$ cat config.mk
export PLATFORM = sky130hd
export DESIGN_NAME = vfield_seq
export DESIGN_NICKNAME = d
export VERILOG_FILES = /design/src/rtl/fsq_pkg.sv /design/src/rtl/fsq_edge_sync.sv /design/src/rtl/fsq_line_timer.sv /design/src/rtl/fsq_field_ctrl.sv /design/src/rtl/vfield_seq.sv
export SDC_FILE = /design/constraint.sdc
export NUM_CORES = 1
export LEC_CHECK = 0
export ABC_CLOCK_PERIOD_IN_PS = 2200
export BUFFER_PORTS_ARGS = -buffer_cell sky130_fd_sc_hd__buf_2
export CORE_UTILIZATION = 29
export CTS_CLUSTER_DIAMETER = 50
export DETAILED_ROUTE_END_ITERATION = 8
export PLACE_DENSITY = 0.45
export SYNTH_ARGS = -nofsm -noshare
export SYNTH_HDL_FRONTEND = slang
export SYNTH_SLANG_ARGS = --single-unit
$ cat constraint.sdc
create_clock -name clk -period 2.2 [get_ports clk]
set_input_delay 0.11 -clock clk [delete_from_list [all_inputs] [get_ports clk]]
set_output_delay 0.11 -clock clk [all_outputs]
set_load 0.03 [all_outputs]
$ cat src/rtl/fsq_pkg.sv
package fsq_pkg;

    typedef enum logic {
        FLD_EVEN = 1'b0,
        FLD_ODD  = 1'b1
    } field_e;

    function automatic field_e fsq_other_field(input field_e f);
        return (f == FLD_ODD) ? FLD_EVEN : FLD_ODD;
    endfunction

endpackage

$ cat src/rtl/fsq_edge_sync.sv
module fsq_edge_sync #(
    parameter int SYNC_STAGES = 2
) (
    input  logic clk,
    input  logic rst,
    input  logic async_n_i,
    output logic fall_o
);

    localparam int LAST = SYNC_STAGES - 1;

    typedef struct packed {
        logic [SYNC_STAGES-1:0] chain;
        logic                   prev;
    } sync_t;

    sync_t st_d, st_q;
    logic [SYNC_STAGES-1:0] stage_d;

    generate
        for (genvar g = 0; g < SYNC_STAGES; g++) begin : g_stage
            if (g == 0) begin : g_first
                assign stage_d[g] = async_n_i;
            end else begin : g_rest
                assign stage_d[g] = st_q.chain[g-1];
            end
        end
    endgenerate

    always_comb begin
        st_d       = st_q;
        st_d.chain = stage_d;
        st_d.prev  = st_q.chain[LAST];
    end

    always_ff @(posedge clk) begin
        if (rst) begin
            st_q.chain <= '1;
            st_q.prev  <= 1'b1;
        end else begin
            st_q <= st_d;
        end
    end

    assign fall_o = st_q.prev & ~st_q.chain[LAST];

    AST_FALL_ONE_CYCLE: assert property (@(posedge clk) disable iff (rst)
        fall_o |=> !fall_o);

endmodule

$ cat src/rtl/fsq_line_timer.sv
module fsq_line_timer #(
    parameter int CLKS_PER_LINE = 16
) (
    input  logic clk,
    input  logic rst,
    input  logic restart_i,
    output logic line_end_o
);

    localparam int PIX_W = (CLKS_PER_LINE > 1) ? $clog2(CLKS_PER_LINE) : 1;
    localparam logic [PIX_W-1:0] PIX_LAST = PIX_W'(CLKS_PER_LINE - 1);

    typedef struct packed {
        logic [PIX_W-1:0] pix;
    } tmr_t;

    tmr_t st_d, st_q;

    always_comb begin
        st_d = st_q;
        if (restart_i) begin
            st_d.pix = '0;
        end else if (st_q.pix == PIX_LAST) begin
            st_d.pix = '0;
        end else begin
            st_d.pix = st_q.pix + 1'b1;
        end
    end

    always_ff @(posedge clk) begin
        if (rst) begin
            st_q.pix <= '0;
        end else begin
            st_q <= st_d;
        end
    end

    assign line_end_o = (st_q.pix == PIX_LAST);

    AST_PIX_RANGE: assert property (@(posedge clk) disable iff (rst)
        st_q.pix <= PIX_LAST);
    AST_RESTART_ZERO: assert property (@(posedge clk) disable iff (rst)
        restart_i |=> (st_q.pix == '0));

endmodule

$ cat src/rtl/fsq_field_ctrl.sv
module fsq_field_ctrl
    import fsq_pkg::*;
#(
    parameter int LINES_PER_FIELD = 10
) (
    input  logic                                clk,
    input  logic                                rst,
    input  logic                                line_end_i,
    input  logic                                resync_i,
    output logic [$clog2(LINES_PER_FIELD)-1:0] line_o,
    output logic                                field_odd_o,
    output logic                                xfer_stb_o,
    output logic                                integ_stb_o,
    output logic                                intr_rd_o
);

    localparam int LINE_W = $clog2(LINES_PER_FIELD);
    localparam logic [LINE_W-1:0] LINE_LAST = LINE_W'(LINES_PER_FIELD - 1);

    typedef struct packed {
        logic [LINE_W-1:0] line;
        field_e            field;
        logic              intr;
        logic              xfer;
        logic              integ;
    } fld_t;

    fld_t st_d, st_q;
    logic field_end;

    assign field_end = line_end_i && (st_q.line == LINE_LAST);

    always_comb begin
        st_d       = st_q;
        st_d.xfer  = 1'b0;
        st_d.integ = 1'b0;
        if (resync_i) begin
            st_d.line  = '0;
            st_d.field = FLD_ODD;
            st_d.intr  = 1'b1;
            st_d.xfer  = 1'b1;
            st_d.integ = 1'b1;
        end else if (field_end) begin
            st_d.line  = '0;
            st_d.field = fsq_other_field(st_q.field);
            st_d.intr  = 1'b0;
            st_d.xfer  = 1'b1;
            st_d.integ = 1'b1;
        end else if (line_end_i) begin
            st_d.line = st_q.line + 1'b1;
        end
    end

    always_ff @(posedge clk) begin
        if (rst) begin
            st_q.line  <= '0;
            st_q.field <= FLD_ODD;
            st_q.intr  <= 1'b0;
            st_q.xfer  <= 1'b0;
            st_q.integ <= 1'b0;
        end else begin
            st_q <= st_d;
        end
    end

    assign line_o      = st_q.line;
    assign field_odd_o = (st_q.field == FLD_ODD);
    assign xfer_stb_o  = st_q.xfer;
    assign integ_stb_o = st_q.integ;
    assign intr_rd_o   = st_q.intr;

    AST_LINE_RANGE: assert property (@(posedge clk) disable iff (rst)
        st_q.line <= LINE_LAST);
    AST_LINE_HOLD: assert property (@(posedge clk) disable iff (rst)
        (!line_end_i && !resync_i) |=> $stable(st_q.line));
    AST_STB_AT_TOP: assert property (@(posedge clk) disable iff (rst)
        st_q.xfer |-> (st_q.line == '0));
    AST_FIELD_TOGGLE: assert property (@(posedge clk) disable iff (rst)
        (field_end && !resync_i) |=> (st_q.field != $past(st_q.field)));
    AST_RESYNC_ODD: assert property (@(posedge clk) disable iff (rst)
        resync_i |=> (st_q.field == FLD_ODD && st_q.intr && st_q.line == '0));
    AST_RESYNC_STB: assert property (@(posedge clk) disable iff (rst)
        resync_i |=> (st_q.xfer && st_q.integ));
    AST_INTR_CLEAR: assert property (@(posedge clk) disable iff (rst)
        (field_end && !resync_i) |=> !st_q.intr);

endmodule

$ cat src/rtl/vfield_seq.sv
module vfield_seq #(
    parameter int CLKS_PER_LINE   = 16,
    parameter int LINES_PER_FIELD = 10,
    parameter int SYNC_STAGES     = 2
) (
    input  logic                                clk,
    input  logic                                rst,
    input  logic                                ext_trig_n,
    output logic [$clog2(LINES_PER_FIELD)-1:0] line_o,
    output logic                                field_odd_o,
    output logic                                xfer_stb_o,
    output logic                                integ_stb_o,
    output logic                                intr_rd_o
);

    logic resync;
    logic line_end;

    fsq_edge_sync #(
        .SYNC_STAGES(SYNC_STAGES)
    ) sync_i (
        .clk       (clk),
        .rst       (rst),
        .async_n_i (ext_trig_n),
        .fall_o    (resync)
    );

    fsq_line_timer #(
        .CLKS_PER_LINE(CLKS_PER_LINE)
    ) timer_i (
        .clk        (clk),
        .rst        (rst),
        .restart_i  (resync),
        .line_end_o (line_end)
    );

    fsq_field_ctrl #(
        .LINES_PER_FIELD(LINES_PER_FIELD)
    ) ctrl_i (
        .clk         (clk),
        .rst         (rst),
        .line_end_i  (line_end),
        .resync_i    (resync),
        .line_o      (line_o),
        .field_odd_o (field_odd_o),
        .xfer_stb_o  (xfer_stb_o),
        .integ_stb_o (integ_stb_o),
        .intr_rd_o   (intr_rd_o)
    );

    AST_STB_PAIRED: assert property (@(posedge clk) disable iff (rst)
        xfer_stb_o |-> (integ_stb_o && line_o == '0));

endmodule

After elaboration in Yosys (flattened, before gate mapping)
Cells that the tools add are included.
{ "totals": {"register_bits": 15, "latch_bits": 0, "ramBits": 0, "rom_bits": 0, "inputBits": 3, "output_inout_bits": 8, "wordCells": 22, "n_memories": 0} }
{ "classes": {"n_addsub": 2, "n_mul": 0, "div": 0, "order_cmp": 0, "eq_ne": 2, "shifts": 0, "mux": 3, "n_bitwise": 2, "reduce_logical": 5} }
{ "ops": {"columns": ["op", "n"], "rows": [
  ["4-bit by 1-bit adder with 4-bit output (second input constant)", 2],
  ["4-bit equality test (second input constant)", 2],
  ["3-bit two-way mux", 2],
  ["3-bit OR reduction", 2],
  ["2-bit nonzero test", 1],
  ["2-bit OR reduction", 1],
  ["1-bit AND", 1],
  ["1-bit logical AND", 1],
  ["1-bit two-way mux", 1],
  ["1-bit inverter", 1]
]} }

Longest topological paths before layout
{ "depth": {"word_depth": 4, "ltp_mapped": 5, "depth_no_buf": 5} }

Modules after synthesis
From an unflattened synthesis, not the netlist that was laid out.
{ "unflattened": {"hier_cells": 53, "area_unflattened_um2": 544.3} }
{ "by_module_without_submodules": {"columns": ["mod", "instances", "cells_per_inst", "area_per_inst_um2"], "rows": [
  ["fsq_field_ctrl", 1, 30, 301.5],
  ["fsq_line_timer", 1, 16, 157.7],
  ["fsq_edge_sync", 1, 7, 85.1]
]} }

Worst setup path before layout
No wires, ideal clock.
{ "synth_timing": {"kind": "reg-to-reg", "start": "register ctrl_i.st_q (netlist bit ctrl_i.line_o[0])", "end": "register ctrl_i.st_q (netlist bit ctrl_i.line_o[1])", "setup_ns": 0.136, "t_arrival_ns": 1.264, "path_slack_ns": 0.800, "stages_incl_launch_ff": 5, "cell_sequence": "dfxtp_1 > ha_1 > nand3b_1 > o211ai_1 > a211oi_1"} }
{ "synth_via": {"elab_chain_len": 3} }
{ "synth_lines": {"columns": ["item", "line", "text"], "rows": [
  ["start, declared", "fsq_field_ctrl.sv:28", "fld_t st_d, st_q;"],
  ["start signal, assigned", "fsq_field_ctrl.sv:62", "st_q <= st_d;"],
  ["branches (longest 3 deep; another with 4-bit by 1-bit adder with 4-bit output)", null, null]
]} }
Parallel ways; which one is timed is not known.
A chain may end at the register's enable or synchronous reset.

Worst setup path after layout
{ "layout_timing": {"start": "register timer_i.st_q[0] in the netlist's numbering", "end": "register ctrl_i.st_q (netlist bit ctrl_i.line_o[1])"} }
{ "layout_via": {"elab_chain_len": 3} }
{ "layout_lines": {"columns": ["item", "line", "text"], "rows": [
  ["start, declared", "fsq_line_timer.sv:17", "tmr_t st_d, st_q;"],
  ["start signal, assigned", "fsq_line_timer.sv:34", "st_q <= st_d;"],
  ["4-bit equality test *", "fsq_line_timer.sv:38", "assign line_end_o = (st_q.pix == PIX_LAST);"],
  ["1-bit logical AND", "fsq_field_ctrl.sv:31", "assign field_end = line_end_i && (st_q.line == LINE_LAST);"],
  ["3-bit OR reduction (no line)", null, null]
]} }
Every way passes the cells marked *; elsewhere a longest branch is shown, timed or not.

==> impl_results.md <==
* Outcome: finished, final reports clean
* Core area at 1780 um2
* Post-DP Area at 639 um2
* Starting density of the core at between 30% and 40%
* Mux contribution to synthesized area at 0%
* Simple-Gate Fraction of Synth Area at 24.1%
* Total detailed-routing wirelength at just over 900 um
* Post-Syn Nets at 63
* WP data required at about 2.4 ns
* Die Height at about 46 um
* Unique masters post-synth at 25
* Crit Path Class: reg -> reg
* Fin crit period at 1.44 ns
* Clock skew at between 0.0007 and 0.0008 ns
* #FFs+latches synth at 14
* Initial antenna violation count at 0
* FP Rows at 15
* CTS Buffer Depth at 2
* Final net count at 77
* Highest metal used: met4
* CP Capture Type: register
* Met1 WL at 480 um
* Leakage power at around 0.00027 uW
* Number of diodes at 0
* Post-CTS resize count at 0
* Total gr overflow at 0
* Met3 Wirelength at roughly 39 um
* Num ports at 11
* Largest net degree at the start of global routing at 9
* DR vias at around 420
* Fillers at between 150 and 200
* Synth area leader: dfxtp_1
* # Post-CTS Setup Buffers at 0
* VDD IR-drop max at 0.292 mV
* Startpoint types: register
* Hold-fix buffers, CTS at 0
* Final hold vios at 0
* Mean Syn Cell Area at roughly 10 um2
* Root Driver: clkbuf_4
* Crit share post-route at between 60 and 70%
* Min-Delay Path Class: in -> reg
* Cells after Synth at 57
* Synth Area in XOR/XNOR at under 10%
* Wire length on met2 at 389 um
* Clock sinks at 14
* Area Overhead vs Synth at 19.5%
* Vias per std cell at ~4.4
* DIE WIDTH at around 46 um
* Max_cap viols at 0
* PwrDens at between 700 and 800 nW/um2
* Avg WL per Cell at around 9.7 um
* Post-route setup TNS at 0 ns
* Die area at ~2100 um2
* Flop2flop setup slack at roughly 0.76 ns
* Slew headroom at about three quarters
* Vias in the first global route at ~360
* Worst Path Max Fanout at 8
* Adder-cell share of the synthesized area at 6.64%
* F_max at 697 MHz
* DRT iter0 DRCs at 3
* Total CTS buffers at 3
* Residual DRC at 0
* RSZ-0062 raised after global routing: no
* Arrival time at the worst endpoint at 1.58 ns
* Complex-gate fraction of the synthesized area at 11.7%
* All-layer global routing usage at 10.4%
* Share of layout cells above drive strength 1 at 30.0%
* Slew Limit Fails at 0
* Synth warnings at 0
* Setup violators final at 0
* Post-DRT Antenna Nets at 0
* TritonCTS clock tree: yes
* Drt first pass iters at 4
* Worst-Skew Late Latency at approximately 0.27 ns
* Synth top area cells: dfxtp_1, ha_1, o21ai_0, nor2_1, or2_2
* Gpl congestion at 0.621
* First-pass GRT wire length at between 1.5 and 2 mm
* H-tree levels at 1
* IO buf count at 10
* Clock-pin slew on the worst setup and hold paths at 0.08 ns
* Hpwl dp at 709 um
* Mapped cell area at roughly 570 um2
* Register area share after synthesis at between 40% and 50%
* Synth top area share at between 40% and 50%
* Largest family of logic cells by synthesized area: simple AND/OR/NAND/NOR gates
* Post-Layout Inst Area at between 600 and 700 um2
* Worst-Margin Slew at approximately 0.40 ns
==> flip-flops by register name (all words and copies together), names as in the netlist <==
register            flops
timer_i.st_q            4
sync_i.st_d             2
sync_i.st_q             1
ctrl_i.intr_rd_o        1
ctrl_i.field_odd_o      1
ctrl_i.line_o           4
ctrl_i.integ_stb_o      1
==> layer usage <==
layer,track usage (%),up-vias
met4,7.06,0
li1,-,222
met2,13.8,10
met5,0,-
met3,2.35,2
met1,14.6,188
==> where the power goes <==
group          leakage (uW)  total (uW)  internal, uW  switching (uW)
clock             0.0000210         182           101            81.1
sequential         0.000114         267           261            6.00
combinational      0.000134        27.7          11.7            16.0
total              0.000269         477           374             103
==> synth_stat cells <==
library cell / n
a211oi_1: 1
a21oi_1: 3
a21oi_2: 1
and2_1: 1
and3_2: 2
buf_4: 1
dfxtp_1: 14
ha_1: 3
inv_1: 3
nand2_1: 1
nand2b_1: 1
nand3_1: 2
nand3_4: 1
nand3b_1: 1
nand4_1: 1
nand4b_1: 1
nor2_1: 5
nor3_1: 1
o211ai_1: 1
o21a_1: 1
o21ai_0: 4
or2_2: 3
or3_1: 2
xnor2_1: 2
xor2_1: 1
==> cell usage in the layout (no fill, tap or decap) <==
| cell type | instances |
|---|---|
| and2_1 | 1 |
| or3_1 | 2 |
| o21a_1 | 1 |
| clkbuf_4 | 3 |
| nand4b_1 | 1 |
| o211ai_1 | 1 |
| o21ai_0 | 4 |
| xor2_1 | 1 |
| buf_2 | 10 |
| nor2_1 | 5 |
| a21oi_2 | 1 |
| nand2b_1 | 1 |
| nand2_1 | 1 |
| nand3_4 | 1 |
| inv_1 | 3 |
| xnor2_1 | 2 |
| nor3_1 | 1 |
| clkbuf_8 | 1 |
| a211oi_1 | 1 |
| and3_2 | 2 |
| a21oi_1 | 3 |
| or2_2 | 3 |
| nand3b_1 | 1 |
| nand3_1 | 2 |
| nand4_1 | 1 |
| ha_1 | 3 |
| dfxtp_1 | 14 |
==> worst paths after layout <==
| path | startpoint | endpoint | cells past startpoint |
|---|---|---|---|
| worst max-delay path | timer_i.st_q[0] | ctrl_i.line_o[1] | 4 |
| worst min-delay path | ext_trig_n | sync_i.st_d[2] | 2 |
| worst max register to register | timer_i.st_q[0] | ctrl_i.line_o[1] | 4 |
| worst min register to register | sync_i.st_d[2] | sync_i.st_d[0] | 1 |
==> critical path: stages, from the launching register on <==
cell	delay, ns
dfxtp_1	0.38
ha_1	0.31
nand3_4	0.13
o211ai_1	0.39
a211oi_1	0.10
==> stage by stage <==
stage / std cells / util, % / power [uW] / hold WS (ns) / worst slack [ns]
after floorplan: 57 / - / 293 / 0.179 / 0.800
after global placement: 91 / 35.9 / 302 / 0.302 / 0.812
after detailed placement: 91 / 35.9 / 301 / 0.303 / 0.790
after CTS: 95 / 37.9 / 485 / 0.00889 / 0.760
after global routing: 95 / 37.9 / 498 / 0.00893 / 0.654
final: 95 / 37.9 / 477 / 0.0173 / 0.764
==> layout make-up <==
class                   instances  area [um2]  area share [%]
flip-flops and latches         14         280            41.5
inverters                       3        11.3            1.67
multi-input cells              39         267            39.4
well taps                      25        31.3            4.63
repair buffers                 10        50.0            7.41
clock buffers                   4        36.3            5.37
==> kinds of logic (layout without fill, tap and decap cells) <==
family | count (synthesis) | count (layout)
buf+inv | 4 | 17
flops | 14 | 14
simple gates | 22 | 22
fa+ha+maj | 3 | 3
compound gates | 11 | 11
xor+xnor | 3 | 3
No activity file was read; power rests on OpenSTA's default activity.
